File: src/rtl/nq_pkg.sv
package nq_pkg;
    typedef enum logic [1:0] {
        V_IDLE      = 2'd0,
        V_PLACE     = 2'd1,
        V_ADVANCE   = 2'd2,
        V_BACKTRACK = 2'd3
    } verdict_t;
endpackage

File: src/rtl/nq_lane.sv
// One candidate row compared against every placed column in parallel.
module nq_lane #(
    parameter int MAX_N = 8,
    parameter int RW    = 3,
    parameter int NW    = 4,
    parameter int EW    = 5
) (
    input  logic [MAX_N*RW-1:0] board_flat,
    input  logic [RW-1:0]       col,
    input  logic [EW-1:0]       cand,
    input  logic [NW-1:0]       size_n,
    output logic                legal
);
    localparam int SW = EW + 2;

    logic [MAX_N-1:0] hit;
    logic [SW-1:0]    rr;
    logic [SW-1:0]    cc;

    assign rr = SW'(cand);
    assign cc = SW'(col);

    for (genvar i = 0; i < MAX_N; i++) begin : g_col
        logic [SW-1:0] bb;
        logic [SW-1:0] ii;
        logic          placed;
        logic          same_row;
        logic          fall_diag;
        logic          rise_diag;
        assign bb        = SW'(board_flat[i*RW +: RW]);
        assign ii        = SW'(i);
        assign placed    = ii < cc;
        assign same_row  = bb == rr;
        assign fall_diag = (rr + ii) == (bb + cc);
        assign rise_diag = (rr + cc) == (bb + ii);
        assign hit[i]    = placed && (same_row || fall_diag || rise_diag);
    end

    assign legal = (rr < SW'(size_n)) && (hit == '0);
endmodule

File: src/rtl/nq_prio.sv
// Lowest-index-first priority encoder over the lane results.
module nq_prio #(
    parameter int K  = 2,
    parameter int IW = 1
) (
    input  logic [K-1:0]  req,
    output logic          any,
    output logic [IW-1:0] idx
);
    always_comb begin
        any = 1'b0;
        idx = '0;
        for (int j = K - 1; j >= 0; j--) begin
            if (req[j]) begin
                any = 1'b1;
                idx = IW'(j);
            end
        end
    end
endmodule

File: src/rtl/nq_window_check.sv
module nq_window_check
    import nq_pkg::*;
#(
    parameter int MAX_N = 8,
    parameter int K     = 2,
    parameter int RW    = (MAX_N > 1) ? $clog2(MAX_N) : 1,
    parameter int NW    = $clog2(MAX_N + 1)
) (
    input  logic                clk,
    input  logic                rst_n,
    input  logic [MAX_N*RW-1:0] board_flat,
    input  logic [RW-1:0]       col,
    input  logic [RW-1:0]       start_row,
    input  logic [NW-1:0]       size_n,
    output logic                found,
    output logic [RW-1:0]       pick_row,
    output logic                exhausted
);
    localparam int EW = $clog2(MAX_N + K) + 1;
    localparam int IW = (K > 1) ? $clog2(K) : 1;

    logic [K-1:0]  lane_ok;
    logic          any_ok;
    logic [IW-1:0] win_idx;
    logic [EW-1:0] win_end;
    verdict_t      state_q;
    verdict_t      state_d;
    logic [RW-1:0] row_q;
    logic [RW-1:0] row_d;

    for (genvar j = 0; j < K; j++) begin : g_lane
        logic [EW-1:0] cand;
        assign cand = EW'(start_row) + EW'(j);
        nq_lane #(.MAX_N(MAX_N), .RW(RW), .NW(NW), .EW(EW)) u_lane (
            .board_flat (board_flat),
            .col        (col),
            .cand       (cand),
            .size_n     (size_n),
            .legal      (lane_ok[j])
        );
    end

    nq_prio #(.K(K), .IW(IW)) u_prio (
        .req (lane_ok),
        .any (any_ok),
        .idx (win_idx)
    );

    assign win_end = EW'(start_row) + EW'(K);

    always_comb begin
        row_d = '0;
        if (any_ok) begin
            state_d = V_PLACE;
            row_d   = RW'(EW'(start_row) + EW'(win_idx));
        end else if (win_end >= EW'(size_n)) begin
            state_d = V_BACKTRACK;
        end else begin
            state_d = V_ADVANCE;
        end
    end

    always_ff @(posedge clk) begin
        if (!rst_n) begin
            state_q <= V_IDLE;
            row_q   <= '0;
        end else begin
            state_q <= state_d;
            row_q   <= row_d;
        end
    end

    always_comb begin
        found     = 1'b0;
        exhausted = 1'b0;
        pick_row  = '0;
        unique case (state_q)
            V_IDLE:      ;
            V_PLACE: begin
                found    = 1'b1;
                pick_row = row_q;
            end
            V_ADVANCE:   ;
            V_BACKTRACK: exhausted = 1'b1;
        endcase
    end

    // the two verdict flags exclude each other
    a_r11_flags_exclusive: assert property (@(posedge clk) disable iff (!rst_n)
        !(found && exhausted));

    // a picked row lies inside the window and on the board
    a_r7_pick_in_window: assert property (@(posedge clk) disable iff (!rst_n)
        ($past(rst_n) && found) |->
            (EW'(pick_row) >= EW'($past(start_row))) &&
            (EW'(pick_row) < EW'($past(start_row)) + EW'(K)) &&
            (EW'(pick_row) < EW'($past(size_n))));

    // backtrack only when the window reached the last row
    a_r9_backtrack_at_edge: assert property (@(posedge clk) disable iff (!rst_n)
        ($past(rst_n) && exhausted) |->
            (EW'($past(start_row)) + EW'(K) >= EW'($past(size_n))));

    // first column has nothing placed, so an on-board start row wins
    a_r6_first_column_free: assert property (@(posedge clk) disable iff (!rst_n)
        ($past(rst_n) && $past(col) == '0 &&
         EW'($past(start_row)) < EW'($past(size_n))) |->
            (found && pick_row == $past(start_row)));
endmodule

File: config.mk
export PLATFORM = sky130hd
export DESIGN_NAME = nq_window_check
export DESIGN_NICKNAME = d
export VERILOG_FILES = /design/src/rtl/nq_pkg.sv /design/src/rtl/nq_lane.sv /design/src/rtl/nq_prio.sv /design/src/rtl/nq_window_check.sv
export SDC_FILE = /design/constraint.sdc
export NUM_CORES = 1
export LEC_CHECK = 0
export ABC_AREA = 1
export CAP_MARGIN = 25
export CORE_MARGIN = 3
export CORE_UTILIZATION = 45
export CTS_CLUSTER_SIZE = 20
export DETAILED_ROUTE_END_ITERATION = 16
export GPL_ROUTABILITY_DRIVEN = 0
export PLACE_DENSITY_LB_ADDON = 0.1
export SYNTH_ARGS = -nofsm -noshare
export SYNTH_HDL_FRONTEND = slang
export SYNTH_SLANG_ARGS = --single-unit
File: constraint.sdc
create_clock -name clk -period 2.8 [get_ports clk]
set_input_delay 0.28 -clock clk [delete_from_list [all_inputs] [get_ports clk]]
set_output_delay 0.28 -clock clk [all_outputs]
set_load 0.005 [all_outputs]
==> run summary <==
### Hold path
* Min-Delay Path Class: input port to flip-flop
* start point of the worst hold path: rst_n
* worst hold stages: 3

### Setup path
* CP Launch Type: input port
* worst-path maximum fanout: 5
* worst setup path startpoint: start_row[0]
* largest incremental delay on the critical path: 300 ps
* Stages on worst setup path: 20
* crit path buf inv count: 3
* required time of the critical path: 2910 ps
* dominant delay contributor by cell family on the critical path: simple AND/OR/NAND/NOR gates
* worst-path cell chain: buf_8 > clkinvlp_4 > ha_4 > buf_6 > ha_4 > xor2_2 > or2_2 > nand3_1 > nor2_1 > nor2_1 > nand2_1 > nand2_1 > nand2_1 > nor2_2 > nand2_2 > a21oi_2 > ha_2 > ha_4 > xnor2_2 > nor2_1
* CP max-delay cell: sky130_fd_sc_hd__ha_4
* category of the most critical setup path: input port to flip-flop
* kind of capture point of the worst setup path: flip-flop
* CP Data Arrival Time: 2890 ps

### Timing
* maximum clock frequency: 360 MHz
* Slew HR: 78.5%
* final number of setup-violating endpoints: 0
* slew at the pin closest to its max-slew limit: 320 ps
* count of pins over their slew limit: 0
* Final Hold Vio Count: 0
* Final Cycle Share: 99.2%
* setup ws final: 23.6 ps
* minimum clock period: 2780 ps
* RSZ-0062 raised after global routing: yes

### Yosys
* Avg Cell Area, Syn: 5.99 um^2
* Synth Cell Area: 3860 um^2
* primary flip-flop cell chosen by synthesis mapping: sky130_fd_sc_hd__dfxtp_1
* cell count after synthesis: 645
* area share of and/or/nand/nor cells after synthesis: 38.8%
* async set-or-reset flop fraction in the synthesized netlist: 0%
* complex-gate fraction of the synthesized area: 7.83%
* leading cell type by number of instances after synthesis: sky130_fd_sc_hd__nand2_1
* portion of synthesized cell area occupied by the leading cell type: 18.6%
* number of distinct library cells after synthesis: 32
* area share of fa/ha/maj cells after synthesis: 21.3%
* library cell with the largest summed area after synthesis: sky130_fd_sc_hd__nand2_1
* xor/xnor cell area share of the yosys netlist: 18.8%
* number of nets in the synthesized netlist: 742
* synth top area cells: sky130_fd_sc_hd__nand2_1 19%, sky130_fd_sc_hd__ha_1 17%, sky130_fd_sc_hd__xnor2_1 11%, sky130_fd_sc_hd__xor2_1 8.2%, sky130_fd_sc_hd__inv_1 7.5%
* sequential share of the synthesized area: 2.59%
* multiplexer share of the synthesized area: 0%
* total of flip-flops plus latches after synthesis: 5
* combinational family with the most area after synthesis: simple AND/OR/NAND/NOR gates
* list of most frequent post-synthesis cells: 192 x sky130_fd_sc_hd__nand2_1, 77 x sky130_fd_sc_hd__inv_1, 58 x sky130_fd_sc_hd__nor2_1, 54 x sky130_fd_sc_hd__nand3_1, 53 x sky130_fd_sc_hd__ha_1
* number of flops mapped to enable cells by yosys: 0
* count of synthesis-stage warnings from yosys: 0

### Floorplanning
* number of top-level pins: 41
* FP Rows: 33
* die outline height: 98.7 um
* Initial Util: 46.8%
* Die X: 98.7 um
* die area: 9740 um^2
* area of the core: 8260 um^2

### Finish
* Layout Utilization: 68.8%
* final antenna diode count: 0
* total number of nets in the final design: 885
* fraction of final layout cells sized beyond drive strength 1: 28.0%
* synthesis-to-finish area growth: 46.9%
* total of fill cells in the finished design: 725

### Drt
* met3 wire length: 956 um
* drt initial violations: 255
* Detail Route Antenna Nets: 0
* Pre-Repair DR Iteration Count: 5
* per-cell routed wire length: 15.5 um
* drt total wl: 13,800 um
* vias per cell: 5.32
* met2 routed wirelength: 6290 um
* count of vias placed by the detailed router: 4,741
* residual DRC count: 0
* metal1 wirelength: 6210 um
* uppermost signal routing layer after detailed routing: met4

### Global route
* number of antenna violations at the first check in global routing: 0
* wire length of the first global-routing pass: 21,700 um
* total routing usage reported by global routing: 27.2%
* maximum number of pins on one net before global-route repair: 16
* vias in the first global route: 4,499
* leftover overflow at the end of global routing: 0

### Pwr
* peak ir drop on the vdd network: 0.000157 V
* Leakage Power: 2.96 nW
* total chip power: 1.67 mW
* Pwr per Cell Area: 294 nW/um^2

### Clock tree
* clock transition at the registers of the reported paths: 40 ps
* clock buffers created by TritonCTS: 3
* number of hold buffers added after cts: 0
* cell at the root of the clock tree: sky130_fd_sc_hd__clkbuf_8
* Sinks on Clock Net: 5
* clock tree from TritonCTS: built
* deepest level of the CTS H-tree: 1
* Max Root-Sink Buffers: 2

### Flow run
* Max Cap Viol: 0

### Status
* result of the run: complete, no violations

### Placed design
* number of port buffers: 37
* half-perimeter wire length after placement: 10,700 um
* Post-Place Setup Slack: -835 ps

==> timing repair <==
item                                    4_1_cts  5_1_grt
setup buffers                                10        6
pin swaps                                    24       48
gates resized for setup                      65       88
cloned                                        0        2
endpoints found under the setup margin        5        5
==> cell usage in the layout (no fill, tap or decap), types with 4 or more instances in the layout <==
cell type,n
sky130_fd_sc_hd__ha_4,11
sky130_fd_sc_hd__xnor2_2,6
sky130_fd_sc_hd__o21a_1,4
sky130_fd_sc_hd__or2_2,6
sky130_fd_sc_hd__nor3_1,6
sky130_fd_sc_hd__inv_2,9
sky130_fd_sc_hd__clkdlybuf4s50_1,21
sky130_fd_sc_hd__xor2_1,33
sky130_fd_sc_hd__buf_6,16
sky130_fd_sc_hd__nand3_1,50
sky130_fd_sc_hd__dfxtp_1,5
sky130_fd_sc_hd__o21ai_1,4
sky130_fd_sc_hd__nand3b_1,9
sky130_fd_sc_hd__dlymetal6s2s_1,4
sky130_fd_sc_hd__ha_2,9
sky130_fd_sc_hd__ha_1,33
sky130_fd_sc_hd__nand2_1,180
sky130_fd_sc_hd__xnor2_1,40
sky130_fd_sc_hd__o21ai_0,10
sky130_fd_sc_hd__inv_1,67
sky130_fd_sc_hd__nor2_2,6
sky130_fd_sc_hd__nand2_2,13
sky130_fd_sc_hd__clkbuf_2,4
sky130_fd_sc_hd__nand2_4,6
sky130_fd_sc_hd__a21oi_1,23
sky130_fd_sc_hd__nor2_1,50
sky130_fd_sc_hd__nand4_1,7
sky130_fd_sc_hd__fa_2,6
sky130_fd_sc_hd__nand3_2,6
sky130_fd_sc_hd__buf_4,97
==> cell families after synthesis <==
group,after synthesis
simple gates,347
buf+inv,96
xor+xnor,83
fa+ha+maj,61
compound gates,53
flops,5
==> sequential cells by signal, summed over array words and instances (netlist names) <==
signal / flops
state_q: 2
row_q: 3
==> path summary, 6_finish.rpt <==
| check | slack, ps | end |
|---|---|---|
| setup / recovery | 20 | row_q[2]$_SDFF_PN0_ |
| hold / removal | 670 | state_q[1]$_SDFF_PP0_ |
==> routing by layer <==
layer  track usage (%)  vias up
met5                 0        -
met4              5.78        0
met3              3.68       35
met2              44.8      161
met1              38.0     2215
li1                  -     2330
==> final cells by class <==
cell class | count | area (um^2) | share of cell area, %
flip-flops and latches | 5 | 100 | 1.76
repair inverters | 1 | 7.51 | 0.132
well taps | 105 | 131 | 2.31
clock buffers | 4 | 45.0 | 0.793
repair buffers | 153 | 1320 | 23.2
inverters | 80 | 313 | 5.51
multi-input cells | 544 | 3760 | 66.2
==> report_power, final <==
part	internal, mW	switching (mW)
Clock	0.0980	0.0381
Combinational	0.671	0.766
Sequential	0.0900	0.00680
==> metrics by stage <==
stage	setup TNS [ps]	instance area, um^2	instances	hold WS (ps)
finish	0	5680	892	670
global route	-107	5680	892	695
CTS	0	5330	884	666
detailed placement	-3310	5060	870	900
global placement	-3020	5060	870	888
floorplan	-26.5	3930	645	392
Note: power is estimated with default switching activity, not from simulation.
